==> src/rtl/can_regif_pkg.sv <==
package can_regif_pkg;

  localparam int BYTE_W = 8;
  localparam int ADDR_W = 5;

  // Register addresses (both layouts share 0..3 and 31)
  localparam logic [ADDR_W-1:0] A_CTRL      = 5'd0;
  localparam logic [ADDR_W-1:0] A_CMD       = 5'd1;
  localparam logic [ADDR_W-1:0] A_STAT      = 5'd2;
  localparam logic [ADDR_W-1:0] A_INT       = 5'd3;
  localparam logic [ADDR_W-1:0] A_IEN       = 5'd4;
  localparam logic [ADDR_W-1:0] A_TXB0_X    = 5'd16;
  localparam logic [ADDR_W-1:0] A_TXB0_B    = 5'd10;
  localparam logic [ADDR_W-1:0] A_ZERO_X    = 5'd28;
  localparam logic [ADDR_W-1:0] A_ZERO_B    = 5'd29;
  localparam logic [ADDR_W-1:0] A_CDIV      = 5'd31;

  // Bit positions
  localparam int CDIV_EXT   = 7;
  localparam int RST_BIT    = 0;
  localparam int CMD_TX     = 0;
  localparam int CMD_REL    = 2;
  localparam int CMD_CLROVR = 3;
  localparam int ST_OVR     = 1;
  localparam int ST_TXDONE  = 2;
  localparam int ST_TXFREE  = 3;
  localparam int ST_TXBUSY  = 5;
  localparam int IR_RX      = 0;
  localparam int IR_TX      = 1;
  localparam int IR_OVR     = 3;

  // Reset values
  localparam logic [BYTE_W-1:0] MODE_RST  = 8'h01;
  localparam logic [BYTE_W-1:0] CTRL_RST  = 8'h01;
  localparam logic [BYTE_W-1:0] STX_RST   = 8'h3C;
  localparam logic [BYTE_W-1:0] STB_RST   = 8'h0C;
  localparam logic [BYTE_W-1:0] SOFT_MODE_CLR = 8'h31;
  localparam logic [BYTE_W-1:0] SOFT_ST_CLR   = 8'h37;
  localparam logic [BYTE_W-1:0] SOFT_ST_SET   = 8'h34;

  typedef struct packed {
    logic wr_mode;
    logic wr_ctrl;
    logic wr_cmd;
    logic wr_ien;
    logic wr_cdiv;
    logic wr_txb0;
    logic rd_int;
  } bus_act_t;

  function automatic logic [BYTE_W-1:0] int_next(
      input logic [BYTE_W-1:0] cur, input logic rd_clr, input logic pend,
      input logic tx, input logic store, input logic ovr,
      input logic clr_ovr, input logic drained);
    logic [BYTE_W-1:0] n;
    n = cur;
    if (rd_clr) begin
      n = '0;
      n[IR_RX] = pend;
    end
    if (tx)      n[IR_TX]  = 1'b1;
    if (store)   n[IR_RX]  = 1'b1;
    if (drained) n[IR_RX]  = 1'b0;
    if (ovr)     n[IR_OVR] = 1'b1;
    if (clr_ovr) n[IR_OVR] = 1'b0;
    return n;
  endfunction

  function automatic logic [BYTE_W-1:1] stat_next(
      input logic [BYTE_W-1:1] cur, input logic tx, input logic txb0,
      input logic ovr, input logic clr_ovr);
    logic [BYTE_W-1:1] n;
    n = cur;
    if (tx) begin
      n[ST_TXDONE] = 1'b1;
      n[ST_TXFREE] = 1'b1;
      n[ST_TXBUSY] = 1'b0;
    end
    if (txb0)    n[ST_TXBUSY] = 1'b1;
    if (ovr)     n[ST_OVR]    = 1'b1;
    if (clr_ovr) n[ST_OVR]    = 1'b0;
    return n;
  endfunction

endpackage

==> src/rtl/can_regif_decode.sv <==
module can_regif_decode
  import can_regif_pkg::*;
(
  input  logic              ext,
  input  logic              wr_en,
  input  logic              rd_en,
  input  logic [ADDR_W-1:0] addr,
  output bus_act_t          act
);
  always_comb begin
    act         = '0;
    act.wr_mode = wr_en &  ext & (addr == A_CTRL);
    act.wr_ctrl = wr_en & ~ext & (addr == A_CTRL);
    act.wr_cmd  = wr_en & (addr == A_CMD);
    act.wr_ien  = wr_en &  ext & (addr == A_IEN);
    act.wr_cdiv = wr_en & (addr == A_CDIV);
    act.wr_txb0 = wr_en & (addr == (ext ? A_TXB0_X : A_TXB0_B));
    act.rd_int  = rd_en & (addr == A_INT);
  end
endmodule

==> src/rtl/can_regif_msgcnt.sv <==
module can_regif_msgcnt #(
  parameter int CNT_W = 4
) (
  input  logic             clk,
  input  logic             rst,
  input  logic             clr,
  input  logic             inc,
  input  logic             dec,
  output logic [CNT_W-1:0] cnt,
  output logic             nz,
  output logic             full
);
  localparam logic [CNT_W-1:0] CNT_MAX = {CNT_W{1'b1}};

  always_ff @(posedge clk) begin
    if (rst || clr)        cnt <= '0;
    else if (inc && !dec)  cnt <= cnt + 1'b1;
    else if (dec && !inc)  cnt <= cnt - 1'b1;
  end

  assign nz   = (cnt != '0);
  assign full = (cnt == CNT_MAX);
endmodule

==> src/rtl/can_regif_irq.sv <==
module can_regif_irq
  import can_regif_pkg::*;
(
  input  logic              clk,
  input  logic              rst,
  input  logic              ext,
  input  logic [BYTE_W-1:0] ien_x,
  input  logic [BYTE_W-1:0] int_x,
  input  logic [4:1]        ctrl_en,
  input  logic [3:0]        int_b,
  output logic              irq
);
  always_ff @(posedge clk) begin
    if (rst) irq <= 1'b0;
    else     irq <= ext ? |(ien_x & int_x) : |(ctrl_en & int_b);
  end
endmodule

==> src/rtl/can_regif.sv <==
module can_regif
  import can_regif_pkg::*;
#(
  parameter int MSG_CNT_W = 4
) (
  input  logic              clk,
  input  logic              rst,
  input  logic [4:0]        addr,
  input  logic              wr_en,
  input  logic              rd_en,
  input  logic [7:0]        wdata,
  output logic [7:0]        rdata,
  input  logic              rx_frame,
  input  logic              rx_overrun,
  output logic              tx_req,
  output logic              rx_release,
  output logic              ext_map,
  output logic              reset_mode,
  output logic              irq
);
  localparam logic [MSG_CNT_W-1:0] CNT_ONE = MSG_CNT_W'(1);

  logic [4:0]        mode_q, ctrl_q;
  logic [BYTE_W-1:1] st_x_q, st_b_q;
  logic [BYTE_W-1:0] ir_x_q, ir_b_q, ier_q, cdr_q;
  logic [MSG_CNT_W-1:0] cnt_q;
  logic cnt_nz, cnt_full;
  bus_act_t act;

  assign ext_map    = cdr_q[CDIV_EXT];
  assign reset_mode = ext_map ? mode_q[RST_BIT] : ctrl_q[RST_BIT];

  can_regif_decode u_dec (
    .ext(ext_map), .wr_en(wr_en), .rd_en(rd_en), .addr(addr), .act(act)
  );

  // Events of this cycle
  logic rx_ok, store, ovr, do_tx, do_rel, clr_ovr;
  logic leave_x, leave_b, soft_rst, cnt_clr, drained;

  assign rx_ok    = rx_frame & ~reset_mode;
  assign store    = rx_ok & ~cnt_full;
  assign ovr      = (rx_ok & cnt_full) | rx_overrun;
  assign do_tx    = act.wr_cmd & wdata[CMD_TX];
  assign do_rel   = act.wr_cmd & wdata[CMD_REL] & cnt_nz;
  assign clr_ovr  = act.wr_cmd & wdata[CMD_CLROVR];
  assign leave_x  = act.wr_mode &  mode_q[RST_BIT] & ~wdata[RST_BIT];
  assign leave_b  = act.wr_ctrl &  ctrl_q[RST_BIT] & ~wdata[RST_BIT];
  assign soft_rst = act.wr_ctrl & ~ctrl_q[RST_BIT] & ~wdata[RST_BIT];
  assign cnt_clr  = leave_x | leave_b | soft_rst;
  assign drained  = do_rel & (cnt_q == CNT_ONE) & ~store;

  can_regif_msgcnt #(.CNT_W(MSG_CNT_W)) u_cnt (
    .clk(clk), .rst(rst), .clr(cnt_clr), .inc(store), .dec(do_rel),
    .cnt(cnt_q), .nz(cnt_nz), .full(cnt_full)
  );

  // Next values of the active layout's interrupt and status registers
  logic [BYTE_W-1:0] ir_act, ir_nx, st_soft;
  logic [BYTE_W-1:1] st_act, st_nx;

  assign ir_act = ext_map ? ir_x_q : ir_b_q;
  assign st_act = ext_map ? st_x_q : st_b_q;
  assign ir_nx  = int_next(ir_act, act.rd_int, cnt_nz, do_tx, store, ovr,
                           clr_ovr, drained);
  assign st_nx  = stat_next(st_act, do_tx, act.wr_txb0, ovr, clr_ovr);
  assign st_soft = ({st_x_q, 1'b0} & ~SOFT_ST_CLR) | SOFT_ST_SET;

  // Read multiplexer
  logic [BYTE_W-1:0] rd_mux;
  always_comb begin
    if (addr == A_CDIV) begin
      rd_mux = cdr_q;
    end else if (ext_map) begin
      case (addr)
        A_CTRL:  rd_mux = {3'b000, mode_q};
        A_CMD:   rd_mux = '0;
        A_STAT:  rd_mux = {st_x_q, cnt_nz};
        A_INT:   rd_mux = ir_x_q;
        A_IEN:   rd_mux = ier_q;
        default: rd_mux = (addr <= A_ZERO_X) ? '0 : '1;
      endcase
    end else begin
      case (addr)
        A_CTRL:  rd_mux = {3'b000, ctrl_q};
        A_CMD:   rd_mux = '0;
        A_STAT:  rd_mux = {st_b_q, cnt_nz};
        A_INT:   rd_mux = ir_b_q;
        default: rd_mux = (addr <= A_ZERO_B) ? '0 : '1;
      endcase
    end
  end

  always_ff @(posedge clk) begin
    if (rst) begin
      mode_q     <= MODE_RST[4:0];
      ctrl_q     <= CTRL_RST[4:0];
      st_x_q     <= STX_RST[BYTE_W-1:1];
      st_b_q     <= STB_RST[BYTE_W-1:1];
      ir_x_q     <= '0;
      ir_b_q     <= '0;
      ier_q      <= '0;
      cdr_q      <= '0;
      tx_req     <= 1'b0;
      rx_release <= 1'b0;
      rdata      <= '0;
    end else begin
      tx_req     <= do_tx;
      rx_release <= do_rel;
      if (rd_en)       rdata <= rd_mux;
      if (act.wr_mode) mode_q <= wdata[4:0];
      else if (soft_rst)
        mode_q <= (mode_q & ~SOFT_MODE_CLR[4:0]) | MODE_RST[4:0];
      if (act.wr_ctrl) ctrl_q <= wdata[4:0];
      if (act.wr_ien)  ier_q  <= wdata;
      if (act.wr_cdiv) cdr_q  <= wdata;
      if (ext_map) begin
        ir_x_q <= ir_nx;
        st_x_q <= st_nx;
      end else begin
        ir_b_q <= ir_nx;
        st_b_q <= st_nx;
        if (soft_rst) st_x_q <= st_soft[BYTE_W-1:1];
      end
    end
  end

  can_regif_irq u_irq (
    .clk(clk), .rst(rst), .ext(ext_map), .ien_x(ier_q), .int_x(ir_x_q),
    .ctrl_en(ctrl_q[4:1]), .int_b(ir_b_q[3:0]), .irq(irq)
  );

endmodule

==> config.mk <==
export PLATFORM = sky130hd
export DESIGN_NAME = can_regif
export DESIGN_NICKNAME = d
export VERILOG_FILES = /design/src/rtl/can_regif_pkg.sv /design/src/rtl/can_regif_decode.sv /design/src/rtl/can_regif_msgcnt.sv /design/src/rtl/can_regif_irq.sv /design/src/rtl/can_regif.sv
export SDC_FILE = /design/constraint.sdc
export NUM_CORES = 1
export LEC_CHECK = 0
export CAP_MARGIN = 20
export CORE_ASPECT_RATIO = 1.75
export CORE_MARGIN = 1
export CORE_UTILIZATION = 53
export CTS_CLUSTER_DIAMETER = 80
export DETAILED_ROUTE_END_ITERATION = 10
export PLACE_DENSITY = 0.73
export RECOVER_POWER = 50
export SYNTH_ARGS = -nofsm -noshare
export SYNTH_HDL_FRONTEND = slang
export SYNTH_SLANG_ARGS = --single-unit
==> constraint.sdc <==
create_clock -name clk -period 2.9 [get_ports clk]
set_clock_uncertainty 0.05 [all_clocks]
set_input_delay 0.29 -clock clk [delete_from_list [all_inputs] [get_ports clk]]
set_output_delay 0.29 -clock clk [all_outputs]
set_load 0.03 [all_outputs]
======== Word-level counts from Yosys, hierarchy flattened ========
Cells that the tools add are included.
word-level totals
  register bits after elaboration ......... 71
  logic and storage cells ................. 102
  bits of input ports ..................... 19
  output and inout port bits .............. 13
cells by class
  reductions and logical operators ........ 12
  add/subtract/negate cells ............... 2
  equality and inequality tests ........... 8
  magnitude comparators ................... 2
  bitwise operators ....................... 35
  multiplexer cells ....................... 28
operator list
  cell                                                             count
  8-bit two-way mux                                                6
  8-bit case mux with 5 select lines                               1
  8-bit case mux with 4 select lines                               1
  1-bit bitwise AND                                                24
  5-bit two-way mux                                                4
  7-bit two-way mux                                                2
  1-bit two-way mux                                                11
  5-bit by 2-bit == test with 1-bit output, second input constant  2
  5-bit less-or-equal comparator, second input constant            2
  8-bit bitwise AND                                                1
  4-bit two-way mux                                                2
  8-bit OR reduction                                               1
  1-bit NOT                                                        6
  2-bit nonzero test                                               3
  5-bit by 1-bit == test with 1-bit output, second input constant  1
  5-bit by 3-bit == test with 1-bit output, second input constant  1
  5-bit == test                                                    1
  5-bit == test, second input constant                             1
  5-bit zero test                                                  1
  4-bit by 1-bit adder with 4-bit output, second input constant    1
  4-bit bitwise AND                                                1
  4-bit by 1-bit == test with 1-bit output, second input constant  1
  4-bit == test, second input constant                             1
  4-bit nonzero test                                               1
  7 further kinds                                                  11

======== Longest topological paths before layout ========
  word-level depth ........................ 8
  gate-level depth with buffers ........... 9
  gate-level depth less buffers ........... 9

======== Cells and area by module ========
Synthesis repeated with hierarchy kept, for this count alone.
second synthesis, totals
  cell total of the unflattened synthesis .. 361
  area, all modules ....................... 3,314.4 sq um
by module, submodules not included
  module            times used  cells each  seq. area each (sq um)  area an instance (sq um)
  can_regif         1           305         1,301.2                 2,830.2
  can_regif_msgcnt  1           29          80.1                    275.3
  can_regif_decode  1           17          0.0                     125.1
  can_regif_irq     1           10          20.0                    83.8

======== Worst setup path before layout ========
OpenSTA, ideal clock, no wires.
  path type ............................... input port to flip-flop
  start ................................... in addr[3]
  end ..................................... reg u_cnt.cnt[3]
  slack ................................... 0.478 ns
  required time ........................... 2.719 ns
  setup time .............................. 0.131 ns
  cell stages on the path ................. 9
  data arrival time ....................... 2.241 ns
  path buffers ............................ 1
  cells stage by stage .................... clkbuf_1 -> nor3b_1 -> nand3_1 -> or2_2 -> ha_1 -> or4_1 -> a21oi_1 -> xnor2_1 -> nor2_1
on the way
  longest elaborated chain between the ends .. 7
  elaborated cells on any way between the ends .. 21
  those cells by class .................... eq/ne: 1; mux: 1; bitwise: 13; reduce/logical: 6
RTL lines
  item                                                                         line                                                                    source
  start: declaration                                                           can_regif.sv:8                                                          input logic [4:0] addr,
  5-bit by 1-bit == test with 1-bit output or 5-bit zero test (tied branches)  can_regif_decode.sv:14, can_regif_decode.sv:12, can_regif_decode.sv:13
  1-bit bitwise AND (on tied branches)                                         can_regif_decode.sv:14, can_regif_decode.sv:12, can_regif_decode.sv:13
  1-bit bitwise AND (on tied branches) (2 in a row)                            can_regif.sv:45, can_regif.sv:47, can_regif.sv:48
  1-bit zero test or 1-bit OR (tied branches)                                  can_regif_msgcnt.sv:17, can_regif.sv:50
  1-bit logical AND or 1-bit OR (tied branches)                                can_regif_msgcnt.sv:17, can_regif.sv:50
  4-bit two-way mux, or another cell as far along                              can_regif_msgcnt.sv:17                                                  else if (inc && !dec) cnt <= cnt + 1'b1;
  end signal: assignment                                                       can_regif_msgcnt.sv:17
  end signal: assignment                                                       can_regif_msgcnt.sv:18                                                  else if (dec && !inc) cnt <= cnt - 1'b1;
  end: declaration                                                             can_regif_msgcnt.sv:9                                                   output logic [CNT_W-1:0] cnt,
Several ways; a longest one is shown, not always the timed one.
A chain may end at the register's enable or synchronous reset.

======== Worst setup path after layout ========
  start ................................... in addr[0]
  end ..................................... reg rdata[7]
on the way
  longest elaborated chain between the ends .. 5
  elaborated cells on any way between the ends .. 14
  those cells by class .................... order compare: 2; eq/ne: 5; mux: 6; reduce/logical: 1
RTL lines
  item                                                                                      line                              source
  5-bit less-or-equal comparator (on tied branches)                                         can_regif.sv:81, can_regif.sv:89
  8-bit two-way mux (on tied branches)                                                      can_regif.sv:81, can_regif.sv:89
  8-bit case mux with 5 select lines or 8-bit case mux with 4 select lines (tied branches)  can_regif.sv:75, can_regif.sv:84
  8-bit two-way mux                                                                         can_regif.sv:74                   end else if (ext_map) begin
  8-bit two-way mux (*)                                                                     can_regif.sv:72                   if (addr == A_CDIV) begin
  end signal: assignment                                                                    can_regif.sv:110                  if (rd_en) rdata <= rd_mux;
  end: declaration                                                                          can_regif.sv:12                   output logic [7:0] rdata,
Mark *: on every way between the ends. The rest lies on a longest branch, timed or not.

==> impl_metrics.env <==
export IMPL_status="finished clean"
export IMPL_ys_async_sr_fraction=0
export IMPL_worstSetupPathType="in2reg"
export IMPL_ys_top_cells_by_area="dfxtp_1 (42%), mux2i_1 (11%), nor2_1 (5.8%)"
export IMPL_start_util=0.554
export IMPL_post_drt_wl_per_cell_um=19.1
export IMPL_tightest_slew_ps=1200
export IMPL_clockBufferDepth=2
export IMPL_std_cell_rows=37
export IMPL_grt_ovfl_total=0
export IMPL_num_vias=2979
export IMPL_postCtsSetupBuffers=0
export IMPL_grt_max_degree=29
export IMPL_hold_buffers=0
export IMPL_dp_slack_ps=165
export IMPL_antenna_found_initial=0
export IMPL_dpl_cell_area_um2=3720
export IMPL_synth_warnings=0
export IMPL_synth_cell_area_um2=3280
export IMPL_drtIter0Drc=240
export IMPL_cts_buffers=9
export IMPL_hold_violations=0
export IMPL_synth_most_common_cell="dfxtp_1"
export IMPL_syn_nets=383
export IMPL_ys_seq_elements=69
export IMPL_grt_pass1_vias=2908
export IMPL_critPathMaxFanout=25
export IMPL_period_share=0.895
export IMPL_synth_area_leader_cell="dfxtp_1"
export IMPL_synth_cell_types=63
export IMPL_die_width_um=61.5
export IMPL_root_buffer="clkbuf_8"
export IMPL_drive_above_1_share=0.0948
export IMPL_syn_inst=360
export IMPL_crit_chain="clkdlybuf4s50_1 -> clkbuf_2 -> nor2_1 -> and3_1 -> a2111oi_0 -> buf_4 -> o31ai_1"
export IMPL_slew_headroom=0.197
export IMPL_dieArea_um2=6530
export IMPL_dpl_hpwl_um=6580
export IMPL_die_h_um=106
export IMPL_final_cell_area_um2=3870
export IMPL_place_congestion=0.907
export IMPL_synthFlopType="dfxtp_1"
export IMPL_port_buffers=31
export IMPL_drc_errors=0
export IMPL_nFillCells=536
export IMPL_synth_edf_count=0
export IMPL_dr_pass1_iters=6
export IMPL_diodes=0
export IMPL_synth_top_area_share=0.421
export IMPL_pin_count=32
export IMPL_drv_slew=0
export IMPL_fin_crit_ps=2600
export IMPL_cts_tree="done"
export IMPL_p_per_area_nw_per_um2=462
export IMPL_setup_viol=0
export IMPL_endpoint_kind="flip-flop"
export IMPL_syn_to_final_growth_pct=17.7
export IMPL_drt_vias_per_instance=6.22
export IMPL_crit_family="buffers and inverters"
export IMPL_h_tree_depth=3
export IMPL_crit_required_ps=3080
export IMPL_fin_nets=420
export IMPL_maxCapViolations=0
export IMPL_r2r_setup_slack_ps=500
export IMPL_fin_ws_ps=305
export IMPL_hold_class="reg2reg"
export IMPL_grt_pass1_wl_um=15000
export IMPL_critPathSlowestCell="a2111oi_0"
export IMPL_clkTransAtPathRegs_ps=70
export IMPL_max_stage_delay_ps=590
export IMPL_p_leak_nw=1.59
export IMPL_synth_common_cells="dfxtp_1 (69), nor2_1 (51), mux2i_1 (36)"
export IMPL_irDropWorstVdd_uv=351
export IMPL_syn_mean_instance_area_um2=9.12
export IMPL_fmax_ghz=0.385
export IMPL_fin_setup_tns_ps=0
export IMPL_grt_use_total=0.314
export IMPL_clock_sinks=69
export IMPL_rsz0062_at_grt="false"
export IMPL_start_kind="primary input"
export IMPL_wirelength_um=9170
export IMPL_ys_seq_area_frac=0.421
export IMPL_crit_buf_inv=3
export IMPL_clock_latency_ps=340
export IMPL_route_antenna_remaining_nets=0
export IMPL_crit_arrival_ps=2770
export IMPL_design_core_area_um2=5930
export IMPL_cts_resized_gates=0
## sequential cells by signal (all words and copies together), names as in the netlist, 5 cells and up
name	flops
rdata	8
ir_x_q	8
st_x_q	7
cdr_q	8
ctrl_q	5
mode_q	5
st_b_q	5
ir_b_q	8
ier_q	8
## final timing paths
kind | cells past startpoint | start | to
setup reg to reg | 9 | u_cnt.cnt[0] | u_cnt.cnt[3]
setup / recovery | 7 | addr[0] | rdata[7]
hold / removal | 2 | st_x_q[3] | st_x_q[3]
hold reg to reg | 2 | st_x_q[3] | st_x_q[3]
## stage by stage
stage,instances,hold WS (ps),util,total power [W]
floorplan,360,354,-,0.00107
global placement,464,370,0.628,0.00115
detailed placement,464,369,0.628,0.00115
CTS,479,394,0.654,0.00179
global route,479,405,0.652,0.00184
finish,479,401,0.652,0.00179
## power by group
| group | internal, W | switching, W |
|---|---|---|
| Combinational | 0.0000655 | 0.000102 |
| Sequential | 0.000955 | 0.00000572 |
| Clock | 0.000304 | 0.000354 |
## routing by layer
metal,share of wire,global-route usage
met1,0.38,0.382
met2,0.51,0.496
met3,0.056,0.0706
met4,0.055,0.171
met5,0,0
## kinds of logic (layout without fill, tap and decap cells)
| logic type | after synthesis | in the layout | synth area share |
|---|---|---|---|
| mux | 38 | 38 | 0.117 |
| flops | 69 | 69 | 0.421 |
| simple gates | 137 | 137 | 0.220 |
| buf+inv | 31 | 72 | 0.0411 |
| fa+ha+maj | 4 | 4 | 0.0152 |
| xor+xnor | 4 | 4 | 0.0107 |
| compound gates | 77 | 77 | 0.176 |
## layout by cell type, fill, tap and decap left out, types with 5 or more instances in the layout
cell and n:
inv_1 9, nor3b_1 8, mux2i_1 36, a21oi_1 12, and2_1 10, nand2_1 17
clkdlybuf4s50_1 18, nand3_1 12, o31ai_1 5, buf_4 14, nor2b_1 5, nor2_1 51
dfxtp_1 69, o21ai_0 9, and3_1 10, clkbuf_8 9, dlygate4sd3_1 13
## final cells by class
type                       instances  area (µm²)  share of cell area
clock buffer                      11         131              0.0340
clock inverter                     4        26.3             0.00680
inverter                           9        33.8             0.00874
multi-input combinational        260        1770               0.457
sequential                        69        1380               0.357
tap                               78        97.6              0.0252
timing repair buffer              48         428               0.111
## worst register-to-register path, cell delays in order (launching register included)
cell and delay, ps:
dfxtp_1 440, inv_1 70, ha_1 240, nor3b_1 190
or2_2 320, ha_1 210, or4_1 390, a21oi_1 180
xnor2_1 130, nor2_1 50
(Power assumes the default switching activity.)
